--- config.mk ---
export PLATFORM = sky130hd
export DESIGN_NAME = pwm_oc_gen
export DESIGN_NICKNAME = d
export VERILOG_FILES = /design/src/rtl/pwm_oc_pkg.sv /design/src/rtl/pwm_oc_regs.sv /design/src/rtl/pwm_oc_prescaler.sv /design/src/rtl/pwm_oc_timebase.sv /design/src/rtl/pwm_oc_gen.sv
export SDC_FILE = /design/constraint.sdc
export NUM_CORES = 1
export LEC_CHECK = 0
export BUFFER_PORTS_ARGS = -buffer_cell sky130_fd_sc_hd__buf_2
export CAP_MARGIN = 30
export CORE_ASPECT_RATIO = 0.9
export CORE_MARGIN = 3
export CORE_UTILIZATION = 33
export CTS_CLUSTER_SIZE = 12
export DETAILED_ROUTE_END_ITERATION = 7
export PLACE_DENSITY = 0.52
export SYNTH_ARGS = -nofsm -noshare
export SYNTH_HDL_FRONTEND = slang
export SYNTH_SLANG_ARGS = --single-unit
--- constraint.sdc ---
create_clock -name clk_i -period 3.8 [get_ports clk_i]
set_input_delay 0.19 -clock clk_i [delete_from_list [all_inputs] [get_ports clk_i]]
set_output_delay 0.19 -clock clk_i [all_outputs]
set_load 0.01 [all_outputs]
--- src/rtl/pwm_oc_pkg.sv ---
`timescale 1ns/1ps
package pwm_oc_pkg;
  localparam int PS_W = 8;  // widest prescale ratio is 2**8

  typedef enum logic [1:0] {
    ADDR_PER = 2'd0,
    ADDR_CMP = 2'd1,
    ADDR_CTL = 2'd2
  } reg_addr_e;

  // select code -> log2 of the clock-per-tick ratio
  function automatic logic [3:0] ps_shift(input logic [2:0] sel);
    return (sel == 3'd7) ? 4'd8 : {1'b0, sel};
  endfunction
endpackage

--- src/rtl/pwm_oc_regs.sv ---
`timescale 1ns/1ps
module pwm_oc_regs
  import pwm_oc_pkg::*;
#(
  parameter int CNT_W = 8
) (
  input  logic             clk_i,
  input  logic             rst_ni,
  input  logic             wr_en_i,
  input  logic [1:0]       wr_addr_i,
  input  logic [CNT_W-1:0] wr_data_i,
  input  logic             load_i,
  output logic [CNT_W-1:0] per_o,
  output logic [CNT_W-1:0] cmp_o,
  output logic             en_o,
  output logic [2:0]       sel_o,
  output logic             sel_chg_o
);
  logic [CNT_W-1:0] per_sh_q, cmp_sh_q, per_q, cmp_q;
  logic             en_q;
  logic [2:0]       sel_q;
  logic             wr_per, wr_cmp, wr_ctl;

  assign wr_per = wr_en_i && (wr_addr_i == ADDR_PER);
  assign wr_cmp = wr_en_i && (wr_addr_i == ADDR_CMP);
  assign wr_ctl = wr_en_i && (wr_addr_i == ADDR_CTL);

  always_ff @(posedge clk_i or negedge rst_ni) begin
    if (!rst_ni) begin
      per_sh_q <= '0;
      cmp_sh_q <= '0;
      en_q     <= 1'b0;
      sel_q    <= '0;
    end else begin
      if (wr_per) per_sh_q <= wr_data_i;
      if (wr_cmp) cmp_sh_q <= wr_data_i;
      if (wr_ctl) begin
        en_q  <= wr_data_i[0];
        sel_q <= wr_data_i[3:1];
      end
    end
  end

  // working copies move only at rollover or while idle
  always_ff @(posedge clk_i or negedge rst_ni) begin
    if (!rst_ni) begin
      per_q <= '0;
      cmp_q <= '0;
    end else if (load_i) begin
      per_q <= per_sh_q;
      cmp_q <= cmp_sh_q;
    end
  end

  assign per_o     = per_q;
  assign cmp_o     = cmp_q;
  assign en_o      = en_q;
  assign sel_o     = sel_q;
  assign sel_chg_o = wr_ctl && (wr_data_i[3:1] != sel_q);
endmodule

--- src/rtl/pwm_oc_prescaler.sv ---
`timescale 1ns/1ps
module pwm_oc_prescaler
  import pwm_oc_pkg::*;
(
  input  logic       clk_i,
  input  logic       rst_ni,
  input  logic       en_i,
  input  logic [2:0] sel_i,
  input  logic       clr_i,
  output logic       tick_o
);
  logic [PS_W:0]   full;
  logic [PS_W-1:0] lim, cnt_q;

  assign full = {{PS_W{1'b0}}, 1'b1} << ps_shift(sel_i);
  assign lim  = PS_W'(full - 1'b1);

  always_ff @(posedge clk_i or negedge rst_ni) begin
    if (!rst_ni)                 cnt_q <= '0;
    else if (!en_i || clr_i)     cnt_q <= '0;
    else if (cnt_q == lim)       cnt_q <= '0;
    else                         cnt_q <= cnt_q + 1'b1;
  end

  assign tick_o = en_i && !clr_i && (cnt_q == lim);
endmodule

--- src/rtl/pwm_oc_timebase.sv ---
`timescale 1ns/1ps
module pwm_oc_timebase #(
  parameter int CNT_W = 8
) (
  input  logic             clk_i,
  input  logic             rst_ni,
  input  logic             en_i,
  input  logic             tick_i,
  input  logic [CNT_W-1:0] per_i,
  input  logic [CNT_W-1:0] cmp_i,
  output logic [CNT_W-1:0] tmr_o,
  output logic             roll_o,
  output logic             wrap_o,
  output logic             pwm_o
);
  logic [CNT_W-1:0] tmr_q;
  logic             wrap_q, pwm_q, pwm_d;

  assign roll_o = tick_i && (tmr_q == per_i);

  always_ff @(posedge clk_i or negedge rst_ni) begin
    if (!rst_ni)      tmr_q <= '0;
    else if (!en_i)   tmr_q <= '0;
    else if (roll_o)  tmr_q <= '0;
    else if (tick_i)  tmr_q <= tmr_q + 1'b1;
  end

  // zero compare wins over the set; compare at/above period never clears
  always_comb begin
    if (!en_i)                pwm_d = 1'b0;
    else if (cmp_i == '0)     pwm_d = 1'b0;
    else if (cmp_i >= per_i)  pwm_d = 1'b1;
    else                      pwm_d = (tmr_q < cmp_i);
  end

  always_ff @(posedge clk_i or negedge rst_ni) begin
    if (!rst_ni) begin
      wrap_q <= 1'b0;
      pwm_q  <= 1'b0;
    end else begin
      wrap_q <= en_i && roll_o;
      pwm_q  <= pwm_d;
    end
  end

  assign tmr_o  = tmr_q;
  assign wrap_o = wrap_q;
  assign pwm_o  = pwm_q;
endmodule

--- src/rtl/pwm_oc_gen.sv ---
`timescale 1ns/1ps
module pwm_oc_gen #(
  parameter int CNT_W = 8
) (
  input  logic             clk_i,
  input  logic             rst_ni,
  input  logic             wr_en_i,
  input  logic [1:0]       wr_addr_i,
  input  logic [CNT_W-1:0] wr_data_i,
  output logic             pwm_o,
  output logic             wrap_o
);
  logic [CNT_W-1:0] per_act, cmp_act, tmr_q;
  logic             en_q, sel_chg, tick, roll;
  logic [2:0]       sel_q;

  pwm_oc_regs #(.CNT_W(CNT_W)) u_regs (
    .clk_i     (clk_i),
    .rst_ni    (rst_ni),
    .wr_en_i   (wr_en_i),
    .wr_addr_i (wr_addr_i),
    .wr_data_i (wr_data_i),
    .load_i    (roll || !en_q),
    .per_o     (per_act),
    .cmp_o     (cmp_act),
    .en_o      (en_q),
    .sel_o     (sel_q),
    .sel_chg_o (sel_chg)
  );

  pwm_oc_prescaler u_ps (
    .clk_i  (clk_i),
    .rst_ni (rst_ni),
    .en_i   (en_q),
    .sel_i  (sel_q),
    .clr_i  (sel_chg),
    .tick_o (tick)
  );

  pwm_oc_timebase #(.CNT_W(CNT_W)) u_tb (
    .clk_i  (clk_i),
    .rst_ni (rst_ni),
    .en_i   (en_q),
    .tick_i (tick),
    .per_i  (per_act),
    .cmp_i  (cmp_act),
    .tmr_o  (tmr_q),
    .roll_o (roll),
    .wrap_o (wrap_o),
    .pwm_o  (pwm_o)
  );
endmodule

==> flow_metrics.env, run 1 <==
export IMPL_fin_area_mm2=0.00335
export IMPL_critPathRequiredTime_ns=4.02
export IMPL_yosys_area_top_type_share_pct=44.0
export IMPL_yosys_top_cells_area="dfrtp_1, mux2_2, ha_1, mux2_4, xnor2_1"
export IMPL_grt_overflow_total=0
export IMPL_status="finished, violations left"
export IMPL_drv_cap=0
export IMPL_nets=320
export IMPL_antenna_left=0
export IMPL_cts_tree="done"
export IMPL_grt_pass1_vias=2165
export IMPL_hp_class="in -> async"
export IMPL_drt_iter0_markers=80
export IMPL_violations="hold timing"
export IMPL_worst_setup_path_start_kind="register"
export IMPL_avgViaCountPerCell=5.13
export IMPL_ioPinCount=15
export IMPL_fin_hold_ws_ns=-0.0107
export IMPL_firstDrtPassIters=4
export IMPL_vias=2104
export IMPL_cts_sinks=54
export IMPL_io_buffers=14
export IMPL_yosysTopAreaCell="dfrtp_1"
export IMPL_clock_path_buffers=2
export IMPL_drc=0
export IMPL_grt_start_max_net_pins=55
export IMPL_path_max_fanout=26
export IMPL_post_cts_setup_buffer_count=0
export IMPL_worstSetupEndpointType="register"
export IMPL_clk_latency_ns=0.32
export IMPL_avgSynthCellArea_um2=11.1
export IMPL_cts_max_level=2
export IMPL_tightest_slew_ns=0.874
export IMPL_grt_setup_unrepaired="no"
export IMPL_period_share_pct=68.3
export IMPL_grt_pass1_wl_um=11100
export IMPL_drv_slew=0
export IMPL_p_total_mw=1.90
export IMPL_hpwl_um=4520
export IMPL_maxSlewHeadroom_pct=41.7
export IMPL_setup_viol=0
export IMPL_hold_viol=10
export IMPL_ys_types=43
export IMPL_tns_ns=0
export IMPL_syn_cell_area_mm2=0.00307
export IMPL_core_area_mm2=0.00881
export IMPL_numCtsBuffers=5
export IMPL_syn_to_final_growth_pct=9.04
export IMPL_fin_crit_ns=2.60
export IMPL_p_leak_nw=1.49
export IMPL_row_count=32
export IMPL_crit_type="reg -> reg"
export IMPL_post_cts_resize_count=0
export IMPL_ys_warn_count=0
export IMPL_finalWirelength_um=6300
export IMPL_worstPathArrival_ns=2.81
export IMPL_cts_root_buffer="clkbuf_8"
export IMPL_diodes=0
export IMPL_ys_ff_latch=54
export IMPL_drive_gt1_share_pct=22.3
export IMPL_ys_seq_area_share_pct=44.0
export IMPL_start_util_pct=34.9
export IMPL_fmax_ghz=0.385
export IMPL_grt_use_total_pct=13.0
export IMPL_wl_per_cell_um=15.4
export IMPL_ir_drop_uv=227
export IMPL_dieArea_mm2=0.0105
export IMPL_synth_cells=276
export IMPL_antenna_found_initial=0
export IMPL_syn_num_nets=306
export IMPL_gp_congestion=0.780
export IMPL_clock_skew_ns=0.00666
export IMPL_die_w_um=108
export IMPL_hold_buffers=0
export IMPL_dpl_cell_area_mm2=0.00325
export IMPL_p_per_area_mw_per_mm2=567
export IMPL_die_h_um=97.5
export IMPL_clkTransAtPathRegs_ns=0.11
cells in the mapped netlist:
| cell | n |
|---|---|
| and4_1 | 1 |
| inv_1 | 20 |
| o21bai_1 | 1 |
| nand4_1 | 8 |
| or4_1 | 1 |
| nor3_1 | 14 |
| a22o_1 | 1 |
| nand2b_1 | 2 |
| ha_1 | 17 |
| nand3b_1 | 3 |
| buf_6 | 2 |
| or3_1 | 1 |
| o211ai_1 | 4 |
| a21o_1 | 8 |
| xor2_1 | 8 |
| a311o_1 | 2 |
| mux2i_1 | 2 |
| and4b_1 | 1 |
| buf_2 | 1 |
| o31ai_1 | 3 |
| nand4b_1 | 3 |
| a31oi_1 | 4 |
| xnor2_1 | 9 |
| a21oi_1 | 4 |
| a2111oi_0 | 3 |
| nand3_1 | 12 |
| o2111ai_1 | 1 |
| and3_1 | 7 |
| o41ai_4 | 1 |
| o21ai_0 | 7 |
| mux2_4 | 10 |
| a211oi_1 | 1 |
| o21ai_2 | 1 |
| nor3b_1 | 5 |
| nand3_2 | 1 |
| dfrtp_1 | 54 |
| nor2_1 | 6 |
| nand2_1 | 11 |
| nor4_1 | 1 |
| maj3_1 | 1 |
| buf_4 | 3 |
| mux2_2 | 26 |
| clkbuf_1 | 5 |
routing by layer:
metal	vias up	global-route usage, %	wire length [um]
met5	-	0	0
met4	0	4.95	87
met3	9	2.19	177
met2	34	17.4	2640
met1	1025	20.4	3400
li1	1036	-	-
final cells by class:
| class | instances | area (um2) |
|---|---|---|
| clock buffers | 5 | 68.8 |
| well taps | 119 | 149 |
| fillers | 898 | 5460 |
| inverters | 20 | 75.1 |
| repair buffers | 18 | 100 |
| flip-flops and latches | 54 | 1350 |
| multi-input cells | 191 | 1580 |
| clock inverters | 3 | 28.8 |
stage by stage:
stage,utilization [%],std cells,worst slack (ns),hold slack (ns)
floorplan,-,276,1.43,-0.106
global route,38.0,410,0.985,0.0563
finish,38.0,410,1.20,-0.0107
CTS,38.0,410,1.20,0.0176
detailed placement,36.9,402,1.21,0.371
global placement,36.9,402,1.31,0.367
final timing paths:
check | to | slack [ns] | cells past startpoint | startpoint
setup / recovery | u_regs.cmp_o[5] | 1.20 | 4 | u_regs.en_o
hold reg to reg | u_regs.cmp_o[1] | 0.51 | 1 | u_regs.cmp_sh_q[1]
min in group clk_i | u_regs.per_sh_q[4] | 0.11 | 2 | wr_data_i[4]
hold / removal | u_ps.cnt_q[5] | -0.01 | 2 | rst_ni
max in group asynchronous | u_regs.per_o[7] | 3.36 | 2 | rst_ni
setup reg to reg | u_regs.cmp_o[5] | 1.20 | 4 | u_regs.en_o
cell families (layout without fill, tap and decap cells):
family | count (synthesis) | count (layout) | synth area share [%]
AO/OA/AOI/OAI | 41 | 41 | 10.0
XOR/XNOR | 17 | 17 | 4.85
adder cells (fa/ha/maj) | 18 | 18 | 7.25
buffers and inverters | 31 | 46 | 4.68
flip-flops | 54 | 54 | 44.0
multiplexers | 38 | 38 | 15.1
AND/OR/NAND/NOR | 77 | 77 | 14.2
registers in the layout (all words and copies together) (netlist names):
signal           flops
u_ps.cnt_q           8
u_regs.cmp_o         8
u_regs.cmp_sh_q      8
u_regs.per_o         8
u_regs.per_sh_q      8
u_tb.tmr_o           8
u_regs.sel_o         3
u_regs.en_o          1
u_tb.pwm_o           1
u_tb.wrap_o          1
cells in the final DEF, fill, tap and decap left out, types with 5 or more instances in the layout:
cell type and count:
nor2_1 6, dfrtp_1 54, xor2_1 8, clkbuf_8 5
buf_2 14, nor3b_1 5, ha_1 17, xnor2_1 9
and3_1 7, a21o_1 8, mux2_2 26, nand2_1 11
nand4_1 8, nor3_1 14, o21ai_0 7, nand3_1 12
mux2_4 10, inv_1 20
critical path, stage by stage, from the launching register on:
cell,delay (ns)
dfrtp_1,0.89
o21ai_2,0.46
o41ai_4,0.45
buf_4,0.32
mux2_2,0.37
where the power goes:
part           total (mW)  internal [mW]  leakage [nW]  switching [mW]
Combinational       0.630          0.339         0.771           0.291
Clock               0.360          0.139        0.0506           0.222
Sequential          0.908          0.712         0.669           0.196
Total                1.90           1.19          1.49           0.708
No activity file was read; power rests on OpenSTA's default activity.
==> run 2, diff against run 1 <==
clock period = 2.4 ns   (was 3.8 ns; I/O delays follow)
==> run 2 against run 1 <==
Critical endpoint is now u_regs.cmp_o[6]. Setup slack got worse by 1.1 ns. First-iteration DRC count increased by 7.5%. Critical path depth up 1. Via count is 3.0% higher. Fmax is 12% higher. Die area is the same. Worst hold slack better by 0.053 ns. Register-to-register slack worse by 1.1 ns. Combinational power up 95%. Clock skew down 0.0029 ns. The flow now finishes without violations.
==> flow_metrics.env, run 2 (synthesis gave the netlist of run 1 again) <==
export IMPL_status="finished, final reports clean"
export IMPL_row_count=32
export IMPL_fin_crit_ns=2.31
export IMPL_grt_pass1_wl_um=11200
export IMPL_drt_iter0_markers=86
export IMPL_hp_class="in -> reg"
export IMPL_ir_drop_uv=325
export IMPL_drv_cap=0
export IMPL_maxSlewHeadroom_pct=53.9
export IMPL_grt_util_met2_pct=18.9
export IMPL_grt_pass1_vias=2149
export IMPL_die_h_um=97.5
export IMPL_antenna_found_initial=0
export IMPL_grt_start_max_net_pins=55
export IMPL_syn_to_final_growth_pct=15.5
export IMPL_p_leak_nw=1.61
export IMPL_die_w_um=108
export IMPL_worstSetupEndpointType="register"
export IMPL_critPathLaunch="u_regs.sel_o[0]"
export IMPL_grt_use_met1_pct=20.6
export IMPL_cts_sinks=54
export IMPL_grt_overflow_total=0
export IMPL_post_cts_setup_buffer_count=0
export IMPL_io_buffers=14
export IMPL_fmax_ghz=0.432
export IMPL_clk_latency_ns=0.31
export IMPL_cts_max_level=2
export IMPL_max_stage_delay_ns=0.52
export IMPL_cts_root_buffer="clkbuf_8"
export IMPL_tns_ns=0
export IMPL_drv_slew=0
export IMPL_path_max_fanout=16
export IMPL_final_cell_mix="dfrtp_1, mux2_2, buf_4, inv_1, ha_1"
export IMPL_critPathTopFamily="simple AND/OR/NAND/NOR gates"
export IMPL_vias=2167
export IMPL_cp_num_buf_inv=1
export IMPL_top_usage_layer="met1"
export IMPL_fin_hold_ws_ns=0.0422
export IMPL_cts_tree="done"
export IMPL_r2r_start="u_regs.sel_o[0]"
export IMPL_start_util_pct=34.9
export IMPL_worst_setup_path_start_kind="register"
export IMPL_nets=343
export IMPL_drc=0
export IMPL_core_area_mm2=0.00881
export IMPL_diodes=0
export IMPL_critPathRequiredTime_ns=2.61
export IMPL_avgViaCountPerCell=5.00
export IMPL_ioPinCount=15
export IMPL_dieArea_mm2=0.0105
export IMPL_crit_type="reg -> reg"
export IMPL_antenna_left=0
export IMPL_layout_commonest_cell="dfrtp_1"
export IMPL_slowest_stage="or4_1"
export IMPL_p_total_mw=3.13
export IMPL_wl_per_cell_um=15.1
export IMPL_gr_usage_met3_pct=2.19
export IMPL_grt_setup_unrepaired="yes"
export IMPL_setup_viol=0
export IMPL_hpwl_um=4830
export IMPL_finalWirelength_um=6530
export IMPL_gp_congestion=0.798
export IMPL_p_per_area_mw_per_mm2=883
export IMPL_worstPathArrival_ns=2.52
export IMPL_clkTransAtPathRegs_ns=0.10
export IMPL_firstDrtPassIters=4
export IMPL_numCtsBuffers=5
export IMPL_hold_viol=0
export IMPL_period_share_pct=96.4
export IMPL_clock_skew_ns=0.00373
export IMPL_cp_cell_sequence="or4_1 > and4b_1 > o41ai_4 > buf_12 > mux2_2"
export IMPL_grt_use_total_pct=13.4
export IMPL_clock_path_buffers=2
export IMPL_tightest_slew_ns=0.691
export IMPL_reg2reg_slack_ns=0.09
export IMPL_min_from="wr_data_i[7]"
export IMPL_drive_gt1_share_pct=29.0
==> run 2: final timing paths <==
path | cells past startpoint | endpoint
setup / recovery | 5 | u_regs.cmp_o[6]
hold / removal | 2 | u_regs.cmp_sh_q[7]
setup reg to reg | 5 | u_regs.cmp_o[6]
hold reg to reg | 1 | u_regs.cmp_o[4]
max in group asynchronous | 3 | u_regs.sel_o[0]
min in group asynchronous | 3 | u_ps.cnt_q[0]
==> run 2: cell type report <==
| class | count | area [um2] |
|---|---|---|
| Timing Repair Buffer | 41 | 288 |
| Multi-Input combinational cell | 191 | 1590 |
| Inverter | 20 | 75.1 |
| Clock buffer | 5 | 68.8 |
| Tap cell | 119 | 149 |
| Clock inverter | 3 | 26.3 |
| Sequential cell | 54 | 1350 |
| Fill cell | 872 | 5260 |
==> run 2: routing by layer <==
layer  wire length, um  part of all wire, %
met5                 0                    0
met4                82                  1.3
met2              2880                   44
met3               147                  2.3
met1              3420                   52
==> run 2: power breakdown <==
part	leakage, nW	internal (mW)	switching, mW	total, mW
registers	0.667	1.13	0.227	1.36
clock network	0.0491	0.215	0.326	0.542
logic	0.895	0.656	0.578	1.23
==> run 2: repair_timing <==
item / CTS / global route
gates resized for setup: 0 / 6
hold buffers: 1 / 0
hold endpoints to repair: 54 / 0
endpoints found under the setup margin: 0 / 16
==> run 2: stage by stage <==
step	util (%)	cell area (um2)	setup WS, ns	instances
after global placement	38.9	3430	0.0400	424
final	40.3	3550	0.0860	433
after global routing	40.3	3550	-0.0583	433
after detailed placement	38.9	3430	0.0605	424
after CTS	40.1	3540	0.0370	433
after floorplan	-	3070	0.0266	276
